--- config.mk ---
export PLATFORM = sky130hd
export DESIGN_NAME = cap_buffer
export DESIGN_NICKNAME = d
export VERILOG_FILES = /design/src/rtl/cap_pkg.sv /design/src/rtl/cap_mem.sv /design/src/rtl/cap_trunc.sv /design/src/rtl/cap_ctrl.sv /design/src/rtl/cap_buffer.sv
export SDC_FILE = /design/constraint.sdc
export NUM_CORES = 1
export LEC_CHECK = 0
export BUFFER_PORTS_ARGS = -buffer_cell sky130_fd_sc_hd__buf_2
export CORE_MARGIN = 8
export CORE_UTILIZATION = 60
export CTS_CLUSTER_DIAMETER = 100
export DETAILED_ROUTE_END_ITERATION = 7
export PLACE_DENSITY = 0.83
export SYNTH_ARGS = -nofsm -noshare
export SYNTH_HDL_FRONTEND = slang
export SYNTH_SLANG_ARGS = --single-unit
--- constraint.sdc ---
create_clock -name clk -period 6.1 [get_ports clk]
set_clock_uncertainty 0.05 [all_clocks]
set_input_delay 0 -clock clk [delete_from_list [all_inputs] [get_ports clk]]
set_output_delay 0 -clock clk [all_outputs]
set_load 0.005 [all_outputs]
--- src/rtl/cap_pkg.sv ---
// Shared types for the capture buffer.
// Assumes: mode encodings are fixed by the block's external contract.
package cap_pkg;
    typedef enum logic [1:0] {
        MODE_STREAM = 2'd0,
        MODE_GUARD  = 2'd1,
        MODE_DEFER  = 2'd2,
        MODE_ALT    = 2'd3
    } cap_mode_e;

    typedef enum logic [1:0] {
        ST_IDLE = 2'd0,
        ST_RUN  = 2'd1,
        ST_STOP = 2'd2
    } cap_state_e;
endpackage

--- src/rtl/cap_mem.sv ---
// Word FIFO holding capture records, with show-ahead read and a fill count.
// Assumes: DEPTH is a power of two; the writer never writes when full.
module cap_mem #(
    parameter int DEPTH = 32,
    parameter int W     = 16,
    localparam int AW   = $clog2(DEPTH)
) (
    input  logic          clk,
    input  logic          rst_n,
    input  logic          wr_en,
    input  logic [W-1:0]  wr_data,
    input  logic          rd_pop,
    output logic [W-1:0]  rd_data,
    output logic          empty,
    output logic [AW:0]   fill
);
    logic [W-1:0]  store [DEPTH];
    logic [AW-1:0] wptr;
    logic [AW-1:0] rptr;
    logic          do_pop;

    assign empty   = (fill == '0);
    assign do_pop  = rd_pop && !empty;
    assign rd_data = store[rptr];

    // Storage array write port.
    always_ff @(posedge clk) begin
        if (wr_en) store[wptr] <= wr_data;
    end

    // Pointer and fill-count upkeep.
    always_ff @(posedge clk) begin
        if (!rst_n) begin
            wptr <= '0;
            rptr <= '0;
            fill <= '0;
        end else begin
            if (wr_en)  wptr <= wptr + 1'b1;
            if (do_pop) rptr <= rptr + 1'b1;
            case ({wr_en, do_pop})
                2'b10:   fill <= fill + 1'b1;
                2'b01:   fill <= fill - 1'b1;
                default: fill <= fill;
            endcase
        end
    end


    no_overflow_chk: assert property (@(posedge clk) disable iff (!rst_n)
        wr_en |-> (int'(fill) < DEPTH));
endmodule

--- src/rtl/cap_trunc.sv ---
// Hysteresis latch deciding whether payloads are being truncated.
// Assumes: the marks satisfy lo < hi; the decision strobe fires once per header.
module cap_trunc #(
    parameter int FW = 6
) (
    input  logic          clk,
    input  logic          rst_n,
    input  logic          guard_on,
    input  logic          decide,
    input  logic [FW-1:0] fill,
    input  logic [FW-1:0] hi_mark,
    input  logic [FW-1:0] lo_mark,
    output logic          trunc_now
);
    logic trunc_q;

    assign trunc_now = guard_on && ((fill >= hi_mark) || (trunc_q && (fill >= lo_mark)));

    // Latch the decision at each header; cleared outside guarded mode.
    always_ff @(posedge clk) begin
        if (!rst_n)        trunc_q <= 1'b0;
        else if (!guard_on) trunc_q <= 1'b0;
        else if (decide)   trunc_q <= trunc_now;
    end
endmodule

--- src/rtl/cap_ctrl.sv ---
// Capture state machine and record writer: admits whole records, builds
// headers, drops truncated bytes, and stops on full or on a disable request.
// Assumes: each header beat is followed by exactly in_len data beats.
module cap_ctrl
    import cap_pkg::*;
#(
    parameter int DEPTH       = 32,
    parameter int LEN_W       = 6,
    parameter int TS_W        = 8,
    parameter int TRUNC_BYTES = 4,
    localparam int AW         = $clog2(DEPTH),
    localparam int W          = 2 + LEN_W + TS_W
) (
    input  logic             clk,
    input  logic             rst_n,
    input  logic             cap_en,
    input  logic             guard_on,
    input  logic             in_valid,
    input  logic             in_sop,
    input  logic [LEN_W-1:0] in_len,
    input  logic [TS_W-1:0]  in_ts,
    input  logic [7:0]       in_byte,
    input  logic [AW:0]      fill,
    input  logic             trunc_now,
    output logic             decide,
    output logic             wr_en,
    output logic [W-1:0]     wr_data,
    output logic             running,
    output logic             stopped
);
    cap_state_e       state;
    logic             en_q;
    logic             in_pkt_q;
    logic [LEN_W-1:0] idx_q;
    logic [LEN_W-1:0] slen_q;
    logic [LEN_W-1:0] rem_q;
    logic             rise;
    logic             cut;
    logic [LEN_W-1:0] slen;
    logic             fits;
    logic             accept;
    logic             full_stop;
    logic             data_beat;
    logic             store_byte;

    assign rise       = cap_en && !en_q;
    assign decide     = in_valid && in_sop && (state == ST_RUN) && cap_en && !in_pkt_q;
    assign cut        = guard_on && trunc_now && (int'(in_len) > TRUNC_BYTES);
    assign slen       = cut ? LEN_W'(TRUNC_BYTES) : in_len;
    assign fits       = (DEPTH - int'(fill)) >= (int'(slen) + 1);
    assign accept     = decide && fits;
    assign full_stop  = decide && !fits;
    assign data_beat  = in_valid && !in_sop && in_pkt_q;
    assign store_byte = data_beat && (idx_q < slen_q);
    assign wr_en      = accept || store_byte;
    assign wr_data    = accept ? {cut, 1'b1, in_len, in_ts} : {{(W-8){1'b0}}, in_byte};
    assign running    = (state == ST_RUN);
    assign stopped    = (state == ST_STOP);

    // Capture state: start on enable rise, stop on full or at a boundary.
    always_ff @(posedge clk) begin
        if (!rst_n) begin
            state <= ST_IDLE;
            en_q  <= 1'b0;
        end else begin
            en_q <= cap_en;
            case (state)
                ST_RUN: begin
                    if (full_stop)                  state <= ST_STOP;
                    else if (!cap_en && !in_pkt_q)  state <= ST_STOP;
                end
                default: if (rise) state <= ST_RUN;
            endcase
        end
    end

    // Per-packet byte tracking for the record being stored.
    always_ff @(posedge clk) begin
        if (!rst_n) begin
            in_pkt_q <= 1'b0;
            idx_q    <= '0;
            slen_q   <= '0;
            rem_q    <= '0;
        end else if (accept) begin
            in_pkt_q <= (in_len != '0);
            idx_q    <= '0;
            slen_q   <= slen;
            rem_q    <= in_len;
        end else if (data_beat) begin
            idx_q <= idx_q + 1'b1;
            rem_q <= rem_q - 1'b1;
            if (rem_q == LEN_W'(1)) in_pkt_q <= 1'b0;
        end
    end


    boundary_chk: assert property (@(posedge clk) disable iff (!rst_n)
        (running && in_pkt_q) |=> running);


    stop_sticky_chk: assert property (@(posedge clk) disable iff (!rst_n)
        (stopped && cap_en && en_q) |=> stopped);


    short_whole_chk: assert property (@(posedge clk) disable iff (!rst_n)
        (accept && (int'(in_len) <= TRUNC_BYTES)) |-> !wr_data[W-1]);
endmodule

--- src/rtl/cap_buffer.sv ---
// Top of the packet capture buffer: record writer, truncation latch and FIFO,
// with read gating for deferred download and the end-of-capture flag.
// Assumes: hi_mark > lo_mark; mode is changed only while capture is not running.
module cap_buffer
    import cap_pkg::*;
#(
    parameter int DEPTH       = 32,
    parameter int LEN_W       = 6,
    parameter int TS_W        = 8,
    parameter int TRUNC_BYTES = 4,
    localparam int AW         = $clog2(DEPTH),
    localparam int W          = 2 + LEN_W + TS_W
) (
    input  logic             clk,
    input  logic             rst_n,
    input  logic             cap_en,
    input  logic [1:0]       mode,
    input  logic [AW:0]      hi_mark,
    input  logic [AW:0]      lo_mark,
    input  logic             in_valid,
    input  logic             in_sop,
    input  logic [LEN_W-1:0] in_len,
    input  logic [TS_W-1:0]  in_ts,
    input  logic [7:0]       in_byte,
    input  logic             rd_ack,
    output logic             rd_valid,
    output logic [W-1:0]     rd_data,
    output logic             cap_eoc
);
    cap_mode_e       mode_e;
    logic            guard_on;
    logic            decide;
    logic            trunc_now;
    logic            wr_en;
    logic [W-1:0]    wr_data;
    logic            running;
    logic            stopped;
    logic            empty;
    logic [AW:0]     fill;
    logic            pop;

    assign mode_e   = cap_mode_e'(mode);
    assign guard_on = (mode_e == MODE_GUARD);
    assign rd_valid = !empty && !((mode_e == MODE_DEFER) && running);
    assign pop      = rd_ack && rd_valid;
    assign cap_eoc  = stopped && empty;

    cap_ctrl #(
        .DEPTH(DEPTH), .LEN_W(LEN_W), .TS_W(TS_W), .TRUNC_BYTES(TRUNC_BYTES)
    ) ctrl_i (
        .clk(clk), .rst_n(rst_n), .cap_en(cap_en), .guard_on(guard_on),
        .in_valid(in_valid), .in_sop(in_sop), .in_len(in_len), .in_ts(in_ts),
        .in_byte(in_byte), .fill(fill), .trunc_now(trunc_now), .decide(decide),
        .wr_en(wr_en), .wr_data(wr_data), .running(running), .stopped(stopped)
    );

    cap_trunc #(.FW(AW + 1)) trunc_i (
        .clk(clk), .rst_n(rst_n), .guard_on(guard_on), .decide(decide),
        .fill(fill), .hi_mark(hi_mark), .lo_mark(lo_mark), .trunc_now(trunc_now)
    );

    cap_mem #(.DEPTH(DEPTH), .W(W)) mem_i (
        .clk(clk), .rst_n(rst_n), .wr_en(wr_en), .wr_data(wr_data),
        .rd_pop(pop), .rd_data(rd_data), .empty(empty), .fill(fill)
    );


    no_trunc_mode_chk: assert property (@(posedge clk) disable iff (!rst_n)
        (wr_en && wr_data[W-2] && !guard_on) |-> !wr_data[W-1]);


    defer_hold_chk: assert property (@(posedge clk) disable iff (!rst_n)
        (pop && (mode_e == MODE_DEFER)) |-> !running);


    eoc_chk: assert property (@(posedge clk) disable iff (!rst_n)
        cap_eoc |-> !rd_valid);
endmodule

## Yosys cells after proc, flatten, opt, wreduce, memory -nomap -nowiden

Memory sizes are Yosys's and may differ from the RTL's. A register that Yosys moved wholly into a read port is not among the register bits.
Cells that the tools add are included.
W data, S select, Z words.

| word-level totals | value |
|---|---|
| RAM bits | 512 |
| word-level logic and storage cells | 88 |
| register bits after elaboration | 39 |
| input bits | 42 |
| output and inout port bits | 18 |
| memories kept | 1 |

| operators by class | value |
|---|---|
| add/subtract/negate cells | 8 |
| multiplexer cells | 16 |
| magnitude comparators | 5 |
| bitwise logic cells | 1 |
| reductions and logical operators | 39 |
| equality and inequality tests | 8 |

Memories:

| name | words | bits a word | rd ports | clocked after memory_dff | wr ports | line | RTL |
|---|---|---|---|---|---|---|---|
| mem_i.store | 32 | 16 | 1 | 1 | 1 | cap_mem.sv:17 | `logic [W-1:0] store [DEPTH];` |

Operator list:

| operator | number |
|---|---|
| $ge A32 B32 Y1 | 1 |
| $logic_and A1 B1 Y1 | 20 |
| $mux W6 | 3 |
| $mux W16 | 1 |
| $add A6 B1 Y6 const B | 2 |
| $ge A6 B6 Y1 | 2 |
| $pmux W6 S2 | 1 |
| $sub A6 B1 Y6 const B | 2 |
| $add A5 B1 Y5 const B | 2 |
| $mux W5 | 2 |
| $mux W2 | 4 |
| $reduce_bool A2 Y1 | 4 |
| $add A6 B1 Y7 const B | 1 |
| $logic_not A1 Y1 | 7 |
| $sub A6 B6 Y7 const A | 1 |
| $eq A2 B1 Y1 const B | 3 |
| $eq A2 B2 Y1 const B | 3 |
| $eq A6 B1 Y1 const B | 1 |
| $gt A6 B3 Y1 const B | 1 |
| $logic_not A6 Y1 | 1 |
| $lt A6 B6 Y1 | 1 |
| $reduce_and A2 Y1 | 3 |
| $reduce_bool A6 Y1 | 1 |
| $mux W1 | 5 |
| 4 further kinds | 5 |

## Depth between registers and ports, before layout

Gate-level depths: netlist of the first run.

| depth | value |
|---|---|
| depth after elaboration | 13 |
| depth in mapped cells | 27 |

## Hierarchy

A second synthesis of the first run with hierarchy kept.

| second synthesis, totals | value |
|---|---|
| cell total of the unflattened synthesis | 1,338 |
| area total of the unflattened synthesis | 22,679.3 um^2 |

Modules (own cells, without submodules):

| module | cells an instance | instances | area an instance (um^2) | sequential area each (um^2) |
|---|---|---|---|---|
| cap_mem | 1,075 | 1 | 20,634.8 | 15,795.1 |
| cap_ctrl | 219 | 1 | 1,682.9 | 440.4 |
| cap_trunc | 39 | 1 | 324.1 | 20.0 |
| cap_buffer | 5 | 1 | 37.5 | 0.0 |

## Least setup slack after synthesis of the first run

No wires, ideal clock.

| timing | value |
|---|---|
| path type | register -> register |
| start | register mem_i.fill[5] |
| end | register mem_i.fill[4] |
| data arrival time | 4.676 ns |
| setup time | 0.128 ns |
| required time | 5.922 ns |
| stages on the path, launching flop included | 27 |
| slack | 1.246 ns |
| cell sequence | dfxtp_1 > ha_1 > a21o_1 > a22oi_1 > o211ai_1 > o21bai_1 > a21o_1 > clkbuf_1 > nand2_1 > ha_1 > nand2b_1 > a31oi_1 > o21ai_0 > nand4_4 > o21ba_1 > buf_6 > ha_1 > buf_1 > xor2_1 > ha_1 > a21oi_1 > nor2b_1 > o21ai_0 > a21o_1 > a21oi_1 > xnor2_1 > nor2_1 |

| on the way | value |
|---|---|
| cells in the longest elaborated chain, start to end | 13 |
| elaborated cells between the ends (all ways) | 22 |
| classes of those cells | add/sub (2); order compare (3); eq/ne (2); mux (2); reduce/logical (13) |

RTL lines:

| item | line | RTL |
|---|---|---|
| start, declared | cap_mem.sv:15 | `output logic [AW:0] fill` |
| start signal, assigned | cap_mem.sv:41 | `2'b10: fill <= fill + 1'b1;` |
| start signal, assigned | cap_mem.sv:42 | `2'b01: fill <= fill - 1'b1;` |
| start signal, assigned | cap_mem.sv:43 | `default: fill <= fill;` |
| $ge A6 B6 Y1 | cap_trunc.sv:17 | `assign trunc_now = guard_on && ((fill >= hi_mark) \|\| (trunc_q && (fill >= lo_mark)));` |
| $logic_and A1 B1 Y1 | cap_trunc.sv:17 |  |
| $logic_or A1 B1 Y1 | cap_trunc.sv:17 |  |
| $logic_and A1 B1 Y1 | cap_trunc.sv:17 |  |
| $logic_and A1 B1 Y1 (2 in a row) | cap_ctrl.sv:48 | `assign cut = guard_on && trunc_now && (int'(in_len) > TRUNC_BYTES);` |
| $mux W6 | cap_ctrl.sv:49 | `assign slen = cut ? LEN_W'(TRUNC_BYTES) : in_len;` |
| $add A6 B1 Y7 | cap_ctrl.sv:50 | `assign fits = (DEPTH - int'(fill)) >= (int'(slen) + 1);` |
| $ge A32 B32 Y1 | cap_ctrl.sv:50 |  |
| $logic_and A1 B1 Y1 | cap_ctrl.sv:51 | `assign accept = decide && fits;` |
| $logic_or A1 B1 Y1 | cap_ctrl.sv:55 | `assign wr_en = accept \|\| store_byte;` |
| $eq A2 B1 Y1 / $eq A2 B2 Y1 (equally long branches) | cap_mem.sv:40 | `case ({wr_en, do_pop})` |
| $pmux W6 S2 / $reduce_bool A2 Y1 (equally long branches) | -- |  |

Parallel ways exist; a longest one is shown, timed or not.
A chain may end at the register's enable or synchronous reset.

## Final worst setup path of the first run

| timing | value |
|---|---|
| start | register mem_i.fill[5] |
| end | register mem_i.fill[5] |

The elaborated chain is that of the path after synthesis.

==> results of run 1 <==
==> metrics by stage <==
step	total power [µW]	utilization [%]	area, µm²	hold slack, ps
floorplan	4340	-	22500	34.6
global placement	4390	63.3	23600	220
detailed placement	4400	63.3	23600	238
CTS	7870	68.7	25600	78.1
global route	8010	68.7	25700	168
finish	7850	68.7	25700	110
==> power groups by stage <==
| stage | logic [µW] | registers, µW | clock network [µW] |
|---|---|---|---|
| after floorplan | 111 | 4230 | 0 |
| after global placement | 159 | 4230 | 0 |
| after detailed placement | 168 | 4230 | 0 |
| after CTS | 177 | 4150 | 3540 |
| after global routing | 191 | 4150 | 3660 |
| final | 178 | 4150 | 3520 |
==> routing by layer <==
layer	vias up	track usage [%]	wire (µm)
met3	133	4.74	5650
li1	4825	-	-
met1	6067	32.0	19400
met4	0	9.11	2080
met2	826	43.1	28000
met5	-	0	0
==> critical path: stages (launching register included) <==
cell      delay, ps
dfxtp_1         550
ha_1            320
a21o_1          170
a22oi_1         180
o211ai_1        200
o21bai_1        210
a21o_1          370
nand2_1         120
ha_1            320
a211oi_1        230
o21ai_0         220
nand4_4         210
o21ba_1         330
ha_2            400
and3b_2         250
a21oi_1         130
o22ai_1         140
or4b_2          650
a31oi_1         200
xnor2_1         150
nor2_1           50
==> synth_stat cells, types with 12 or more instances <==
master,number
a21oi_1,15
edfxtp_1,512
dfxtp_1,44
nor2_1,74
ha_1,35
nand2_1,25
mux4_2,160
xnor2_1,12
xor2_1,16
mux2_2,24
clkbuf_1,35
inv_1,28
==> logic make-up (layout without fill, tap and decap cells) <==
| kind of cell | after synthesis | count (layout) |
|---|---|---|
| DFF | 556 | 556 |
| muxes | 187 | 187 |
| xor gates and xnor gates | 28 | 28 |
| adders and majority gates | 35 | 35 |
| and+or+nand+nor | 165 | 165 |
| AOI/OAI and AO/OA | 74 | 74 |
| buffers and inverters | 85 | 247 |
==> sequential cells by signal, indices dropped and copies added (netlist names), named ones only <==
| register | count |
|---|---|
| mem_i.store | 512 |
| ctrl_i.idx_q | 6 |
| ctrl_i.rem_q | 6 |
| ctrl_i.slen_q | 6 |
| mem_i.fill | 6 |
| mem_i.rptr | 5 |
| mem_i.wptr | 5 |
| ctrl_i.state | 2 |
| ctrl_i.en_q | 1 |
| ctrl_i.in_pkt_q | 1 |
| trunc_i.trunc_q | 1 |
==> final timing paths <==
kind | start | end | slack (ps) | cells after the start
worst min register to register | ctrl_i.idx_q[1] | ctrl_i.idx_q[1] | 460 | 2
worst max-delay path | mem_i.fill[5] | mem_i.fill[5] | 530 | 20
worst max register to register | mem_i.fill[5] | mem_i.fill[5] | 530 | 20
worst min-delay path | mode[1] | register | 110 | 5
==> what timing repair did <==
item / CTS / global route
setup endpoints to repair: 0 / 2
hold endpoints to repair: 26 / 0
gates resized for setup: 0 / 2
hold buffers: 15 / 0
==> final cells by class <==
type                    instances  area (µm²)  area share (%)
flip-flops and latches        556       16300            63.4
repair buffers                121         811            3.16
clock inverters                39         460            1.80
inverters                      28         105           0.410
clock buffers                  59        1410            5.50
multi-input cells             489        6000            23.4
well taps                     474         593            2.31
==> results by group, run 1 <==
Drt
  – DR vias: 11851
  – DR WL/cell: 31.3 µm
  – DRC Markers: 0
  – Vias per cell: 6.71
  – DRT iter0 DRCs: 1195
  – Drt pass-1 iters: 5
  – Remaining antenna violation count: 0
  – Routed Wire Length: 55.2 mm

STA
  – Final WS setup: 529 ps
  – Max Clk Rate: 0.179 GHz
  – Hold Fails Final Rpt: 0
  – Fin. max-slew vios: 0
  – Post-route clock period utilization: 91.3%
  – Setup_tns: 0 ps
  – Period minus WS final: 5570 ps
  – Worst-Margin Slew: 1130 ps
  – # setup viols final: 0
  – RSZ-0062 raised after global routing: false
  – Slew headroom: 24.5%

Worst setup path
  – CP startpoint kind: register
  – CP endpoint kind: register
  – Worst EP arrival: 5960 ps
  – Worst Path Max Fanout: 13
  – Worst path required time: 6490 ps
  – CP Class: register to register

Run status
  – Outcome: completed

Final layout
  – Most frequent cells in the layout: 512 x edfxtp_1, 160 x mux4_2, 59 x buf_2
  – Post-layout net count: 1326
  – # fillers: 2169
  – Synth-to-Final Area Change: 13.8%
  – Commonest non-fill, non-tap cell in the layout: edfxtp_1
  – Non-filler instance count after layout: 1766
  – Layout cells sized above 1: 32.1%
  – Ant diodes: 0

Synthesis
  – Synth async-reset ratio: 0%
  – Synth top area cells: edfxtp_1 68%, mux4_2 16%, dfxtp_1 3.9%
  – Number of flops mapped to enable cells by yosys: 512
  – Post-synthesis xor/xnor area fraction: 1.09%
  – Ys Warns: 0
  – Seq cells post-synth: 556
  – Netlist cell types: 63
  – Register area share after synthesis: 72.1%
  – Post-Synth Adder-Cell Area: 1.94%
  – Area leader, netlist: edfxtp_1
  – Syn Nets: 1207
  – Synthesized area: 22500 µm²
  – Post-synthesis simple-gate area fraction: 3.66%
  – Predominant post-synthesis flop cell: edfxtp_1
  – Largest family of logic cells by synthesized area: multiplexers
  – Post-synth top area share: 68.2%
  – Synth Area in Compound Gates: 2.34%
  – Syn Area/Cell: 19.9 µm²
  – Synth Instances: 1130
  – Mux share of post-synthesis cell area: 17.3%

GRT
  – Total grt overflow: 0
  – Vias in the first global route: 12296
  – Initial antenna violation count: 0
  – First-pass GRT wire length: 80.3 mm
  – Overall Global Routing Usage: 25.2%
  – Largest net degree at the start of global routing: 66

Power
  – LEAKAGE: 0.00845 µW
  – Logic pwr share: 2.3%
  – Switch Pwr: 1540 µW
  – Sequential Power Share: 52.9%
  – Sw frac: 19.7%
  – Worst VDD drop: 0.208 mV
  – Internal: 6300 µW
  – PwrDens: 306 nW/µm²
  – Clock power share: 44.9%

Floorplan
  – Die Span Y: 210 µm
  – I/O Pins: 60
  – Core ar.: 37300 µm²
  – Die area: 44000 µm²
  – Chip Width: 210 µm
  – Std-Cell Rows: 71
  – Starting Density: 60.4%

Clocking
  – CTS Buf Count: 53
  – CTS root buf: clkbuf_16
  – CTS clk-pin slew, worst paths: 60 ps
  – CTS tree: done
  – Max Root-Sink Buffers: 3
  – Clock sink count: 556
  – H-tree depth: 2
  – Clk_lat worst skew: 580 ps
  – Post-CTS Setup Repair Bufs: 0

Place
  – RD Place Congestion: 0.823
  – Setup WS pre-CTS: 466 ps
  – Placed Instances: 1653
  – Post-DP HPWL: 28.8 mm
  – # port buffers: 59

Job
  – MaxCap Viol Count: 0

Min path
  – Path type of the worst min-delay path: input port to register
No activity file was read; power rests on OpenSTA's default activity.
==> run 2: changes to the inputs <==
BUFFER_PORTS_ARGS = -buffer_cell sky130_fd_sc_hd__buf_4   (was -buffer_cell sky130_fd_sc_hd__buf_2)
==> run 2 against run 1 <==
  * First-iteration DRC count decreased by 2.0%
  * Clock-buffer cell count increased by 9
  * Sequential share of layout area increased by 0.27 points
  * Utilization decreased by 0.29 points
  * Routed wire length decreased by 3.3%
  * Flip-flop and latch count unchanged
  * Critical path depth increased by 1
  * Setup slack got worse by 110 ps
  * Worst hold slack got worse by 46 ps
  * Die area unchanged
  * Cell count decreased by 0.17%
  * Highest routed layer unchanged
==> results by group, run 2 (synthesis gave the netlist of run 1 again) <==
Run status
  – Outcome: completed

Place
  – Post-DP HPWL: 27.9 mm
  – # port buffers: 59
  – Placed Instances: 1652
  – RD Place Congestion: 0.845
  – Setup WS pre-CTS: 473 ps

Worst setup path
  – Worst Path Max Fanout: 14
  – CP startpoint kind: register
  – CP Class: register to register
  – R2R setup slack: 420 ps
  – Worst EP arrival: 6070 ps
  – CP endpoint kind: register
  – Worst path required time: 6490 ps

Drt
  – DRC Markers: 0
  – Routed met2 length: 27.1 mm
  – WL met3: 5.20 mm
  – DRT iter0 DRCs: 1171
  – Top Metal Used: met4
  – Vias per cell: 6.60
  – Remaining antenna violation count: 0
  – Drt pass-1 iters: 5
  – Routed Wire Length: 53.4 mm
  – DR WL/cell: 30.3 µm
  – DR vias: 11637
  – Met1 wire length: 19.0 mm

GRT
  – Largest net degree at the start of global routing: 55
  – Overall Global Routing Usage: 24.7%
  – Initial antenna violation count: 0
  – Vias in the first global route: 12348
  – First-pass GRT wire length: 78.8 mm
  – Total grt overflow: 0

Clocking
  – Clock sink count: 556
  – Max Root-Sink Buffers: 3
  – CTS clk-pin slew, worst paths: 60 ps
  – CTS Buf Count: 53
  – Clk_lat worst skew: 590 ps
  – Post-CTS Setup Repair Bufs: 0
  – CTS tree: done
  – H-tree depth: 2
  – CTS root buf: clkbuf_16

Final layout
  – Commonest non-fill, non-tap cell in the layout: edfxtp_1
  – Ant diodes: 0
  – Layout cells sized above 1: 30.6%
  – # fillers: 2196
  – Non-filler instance count after layout: 1763
  – Post-layout net count: 1324
  – Most frequent cells in the layout: 512 x edfxtp_1, 160 x mux4_2, 104 x buf_4
  – Synth-to-Final Area Change: 13.3%
  – Biggest register: mem_i.store
  – Max FFs per register: 512

STA
  – # setup viols final: 0
  – Slew headroom: 19.1%
  – Worst-Margin Slew: 1210 ps
  – WHS: 63.8 ps
  – Period minus WS final: 5680 ps
  – Hold Fails Final Rpt: 0
  – RSZ-0062 raised after global routing: false
  – Max Clk Rate: 0.176 GHz
  – Post-route clock period utilization: 93.1%
  – Fin. max-slew vios: 0
  – Setup_tns: 0 ps
  – Final WS setup: 423 ps

Floorplan
  – Die area: 44000 µm²
  – Die Span Y: 210 µm
  – Starting Density: 60.4%
  – Core ar.: 37300 µm²
  – Chip Width: 210 µm
  – Std-Cell Rows: 71
  – I/O Pins: 60

Power
  – PwrDens: 293 nW/µm²
  – LEAKAGE: 0.00837 µW
  – Worst VDD drop: 0.227 mV

Job
  – MaxCap Viol Count: 0

Min path
  – Path type of the worst min-delay path: input port to register
run 2: final timing paths:
check | from | to | cells past startpoint
max | mem_i.fill[3] | mem_i.fill[5] | 21
min | hi_mark[0] | trunc_i.trunc_q | 7
min reg2reg | ctrl_i.idx_q[1] | ctrl_i.idx_q[1] | 2
max reg2reg | mem_i.fill[3] | mem_i.fill[5] | 21
run 2: layer usage:
| metal | up-vias | track usage, % |
|---|---|---|
| met5 | - | 0 |
| met4 | 0 | 10.4 |
| met3 | 121 | 4.80 |
| met2 | 694 | 41.9 |
| met1 | 5988 | 31.1 |
| li1 | 4834 | - |
run 2: timing repair:
action                    in CTS  in global routing
hold endpoints to repair      29                  0
hold buffers                  14                  0
resized for setup              0                  0
run 2: per-stage QoR:
step,cell area [µm²],power [µW],utilization [%]
6_report,25500,7480,68.5
5_1_grt,25500,7680,68.5
4_1_cts,25500,7530,68.5
3_5_place_dp,23800,4410,63.7
3_3_place_gp,23800,4400,63.7
2_1_floorplan,22500,4340,-
run 2: where the power goes:
part	switching (µW)	leakage (µW)	total (µW)	internal, µW
Sequential	8.96	0.00515	4150	4140
Combinational	104	0.00242	186	82.7
Clock	1370	0.000795	3150	1770
run 2: worst max-delay path, cell delays in order, from the launching register on:
cell	delay (ps)
dfxtp_1	590
ha_1	340
a21o_1	180
a21oi_1	140
o211ai_1	160
o21bai_1	190
a21o_1	350
o21a_1	190
ha_1	240
a21o_1	160
a31oi_1	140
o21ai_0	200
nand4_4	220
o21ba_1	320
ha_1	500
and3b_2	260
a21oi_1	110
o22ai_1	130
or4b_2	660
a31oi_1	190
xnor2_1	140
nor2_1	60
run 2: area by class of cell:
cell class | count | area [µm²] | area share (%)
clock inverter | 29 | 214 | 0.838
sequential | 556 | 16300 | 63.7
tap | 474 | 593 | 2.32
clock buffer | 68 | 1430 | 5.58
timing repair buffer | 119 | 941 | 3.68
inverter | 28 | 105 | 0.411
multi-input combinational | 489 | 6000 | 23.5
==> run 3: changes to the inputs <==
CORE_UTILIZATION = 50   (was 60)
MAX_ROUTING_LAYER = met4   (was not set)
PLACE_DENSITY = 0.72   (was 0.83)
==> run 3 against run 2 <==
  * Register-to-register slack improved by 140 ps
  * Die area is 18% higher
  * Flip-flop and latch count is the same
  * Routed wire length decreased by 8.8%
  * Non-clock buffer count grew 2
  * Critical path depth stayed put
  * Utilization shrank 11 points
  * Power rose by 1.4%
==> results by group, run 3 (synthesis gave the netlist of run 1 again) <==
Run status
  – Outcome: completed

Final layout
  – Post-layout net count: 1327
  – Biggest register: mem_i.store
  – Ant diodes: 0
  – Max FFs per register: 512
  – Synth-to-Final Area Change: 14.7%
  – Commonest non-fill, non-tap cell in the layout: edfxtp_1
  – Most frequent cells in the layout: 512 x edfxtp_1, 160 x mux4_2, 103 x buf_4
  – # fillers: 3264
  – Layout cells sized above 1: 30.9%

Min path
  – Startpoint of the worst hold path: rd_ack
  – Path type of the worst min-delay path: input port to register

Power
  – Sw frac: 19.8%
  – Logic pwr share: 2.4%
  – Sequential Power Share: 54.7%
  – Internal: 6090 µW
  – Switch Pwr: 1500 µW
  – Clock power share: 42.9%
  – LEAKAGE: 0.00843 µW
  – Worst VDD drop: 0.255 mV
  – PwrDens: 294 nW/µm²

Worst setup path
  – Worst path required time: 6480 ps
  – Cell mode on critical path: a21o_1
  – Slowest stage delay, CP: 650 ps
  – Slowest stage cell, crit path: or4b_2
  – CP Class: register to register
  – Critical path, cell by cell: ha_1, a21o_1, a21oi_1, o211ai_1, o21bai_1, a21o_1, o21a_1, ha_1, a21o_1, a31oi_1, o21ai_0, nand4_4, o21ba_1, ha_2, and3b_2, a21oi_1, o22ai_1, or4b_2, a31oi_1, xnor2_1, nor2_1
  – Worst EP arrival: 5920 ps
  – CP delay by family, top: compound AO/OA/AOI/OAI gates
  – CP endpoint kind: register
  – CP bufs+invs: 0
  – CP startpoint kind: register
  – Worst Setup SP: mem_i.fill[3]
  – Worst Path Max Fanout: 14
  – FF-to-FF Start: mem_i.fill[3]

Clocking
  – CTS root buf: clkbuf_16
  – H-tree depth: 2
  – Clock sink count: 556
  – CTS clk-pin slew, worst paths: 60 ps
  – Post-CTS Setup Repair Bufs: 0
  – Clk_lat worst skew: 610 ps
  – Max Root-Sink Buffers: 3
  – CTS tree: done
  – CTS Buf Count: 54

Drt
  – Met1 wire length: 20.2 mm
  – WL met3: 3.65 mm
  – Routed Wire Length: 48.6 mm
  – DR vias: 11205
  – Top Metal Used: met4
  – DRC Markers: 0
  – Routed met2 length: 23.5 mm
  – DR WL/cell: 25.7 µm
  – DRT iter0 DRCs: 1114
  – Drt pass-1 iters: 5
  – Remaining antenna violation count: 0
  – Vias per cell: 5.92

STA
  – Period minus WS final: 5540 ps
  – Final WS setup: 561 ps
  – Worst-Margin Slew: 1180 ps
  – Slew headroom: 21.2%
  – Fin. max-slew vios: 0
  – Post-route clock period utilization: 90.8%
  – RSZ-0062 raised after global routing: false
  – Max Clk Rate: 0.181 GHz
  – Hold Fails Final Rpt: 0
  – # setup viols final: 0
  – Setup_tns: 0 ps

Place
  – # port buffers: 59
  – Post-DP HPWL: 27.8 mm
  – RD Place Congestion: 0.803
  – Setup WS pre-CTS: 411 ps

Floorplan
  – Starting Density: 50.2%
  – Chip Width: 228 µm
  – Std-Cell Rows: 78
  – I/O Pins: 60
  – Die area: 52100 µm²
  – Die Span Y: 228 µm
  – Core ar.: 44900 µm²

GRT
  – Largest net degree at the start of global routing: 76
  – First-pass GRT wire length: 72.4 mm
  – Initial antenna violation count: 0
  – Vias in the first global route: 11417
  – Overall Global Routing Usage: 19.0%
  – Total grt overflow: 0

Job
  – MaxCap Viol Count: 0
==> run 3: changes by cell type in the layout (fill, tap and decap cells not counted), moves of 2 or more <==
cell       delta
buf_12        +3
bufinv_16     +2
clkbuf_1      -3
clkinv_1      +4
clkinv_2      -2
==> run 3: metrics by stage <==
step	std cells	utilization (%)	total power [µW]	hold slack, ps	cell area [µm²]
after floorplan	1130	-	4340	34.6	22500
after global placement	1780	53.4	4400	216	24000
after detailed placement	1780	53.4	4410	235	24000
after CTS	1893	57.6	7650	0.0150	25800
after global routing	1893	57.6	7810	69.8	25800
final	1893	57.6	7590	32.9	25800
==> run 3: area by class of cell <==
cell class                 count  area, µm²  area share, %
inverter                      28        105          0.407
multi-input combinational    489       6000           23.2
tap                          600        751           2.90
sequential                   556      16300           62.9
timing repair buffer         121        993           3.84
clock inverter                34        320           1.24
clock buffer                  65       1410           5.47
==> run 3: worst paths after layout <==
check,slack (ps),end,cells past startpoint
max,560,mem_i.fill[5],21
min,30,register,4
max reg2reg,560,mem_i.fill[5],21
min reg2reg,450,ctrl_i.idx_q[1],2
==> run 3: metal layers <==
layer	vias up	global-route usage (%)
met2	408	29.4
met3	72	3.60
met4	0	6.02
met5	-	-
met1	5878	25.7
li1	4847	-
==> run 3: power by group through the flow <==
stage	registers, µW	logic, µW	clock network (µW)
after floorplan	4230	111	0
after global placement	4230	172	0
after detailed placement	4230	179	0
after CTS	4150	185	3310
after global routing	4150	201	3460
final	4150	184	3260
==> run 3: timing repair <==
action / 4_1_cts / 5_1_grt
resized for setup: 0 / 1
hold buffers: 14 / 0
endpoints found under the setup margin: 0 / 1
endpoints found under the hold margin: 57 / 0
==> run 3: worst min-delay path, delay by kind of cell <==
kind                   cells  cell delay [ps]
AND/OR/NAND/NOR            2              310
multiplexers               1              190
buffers and inverters      1              110
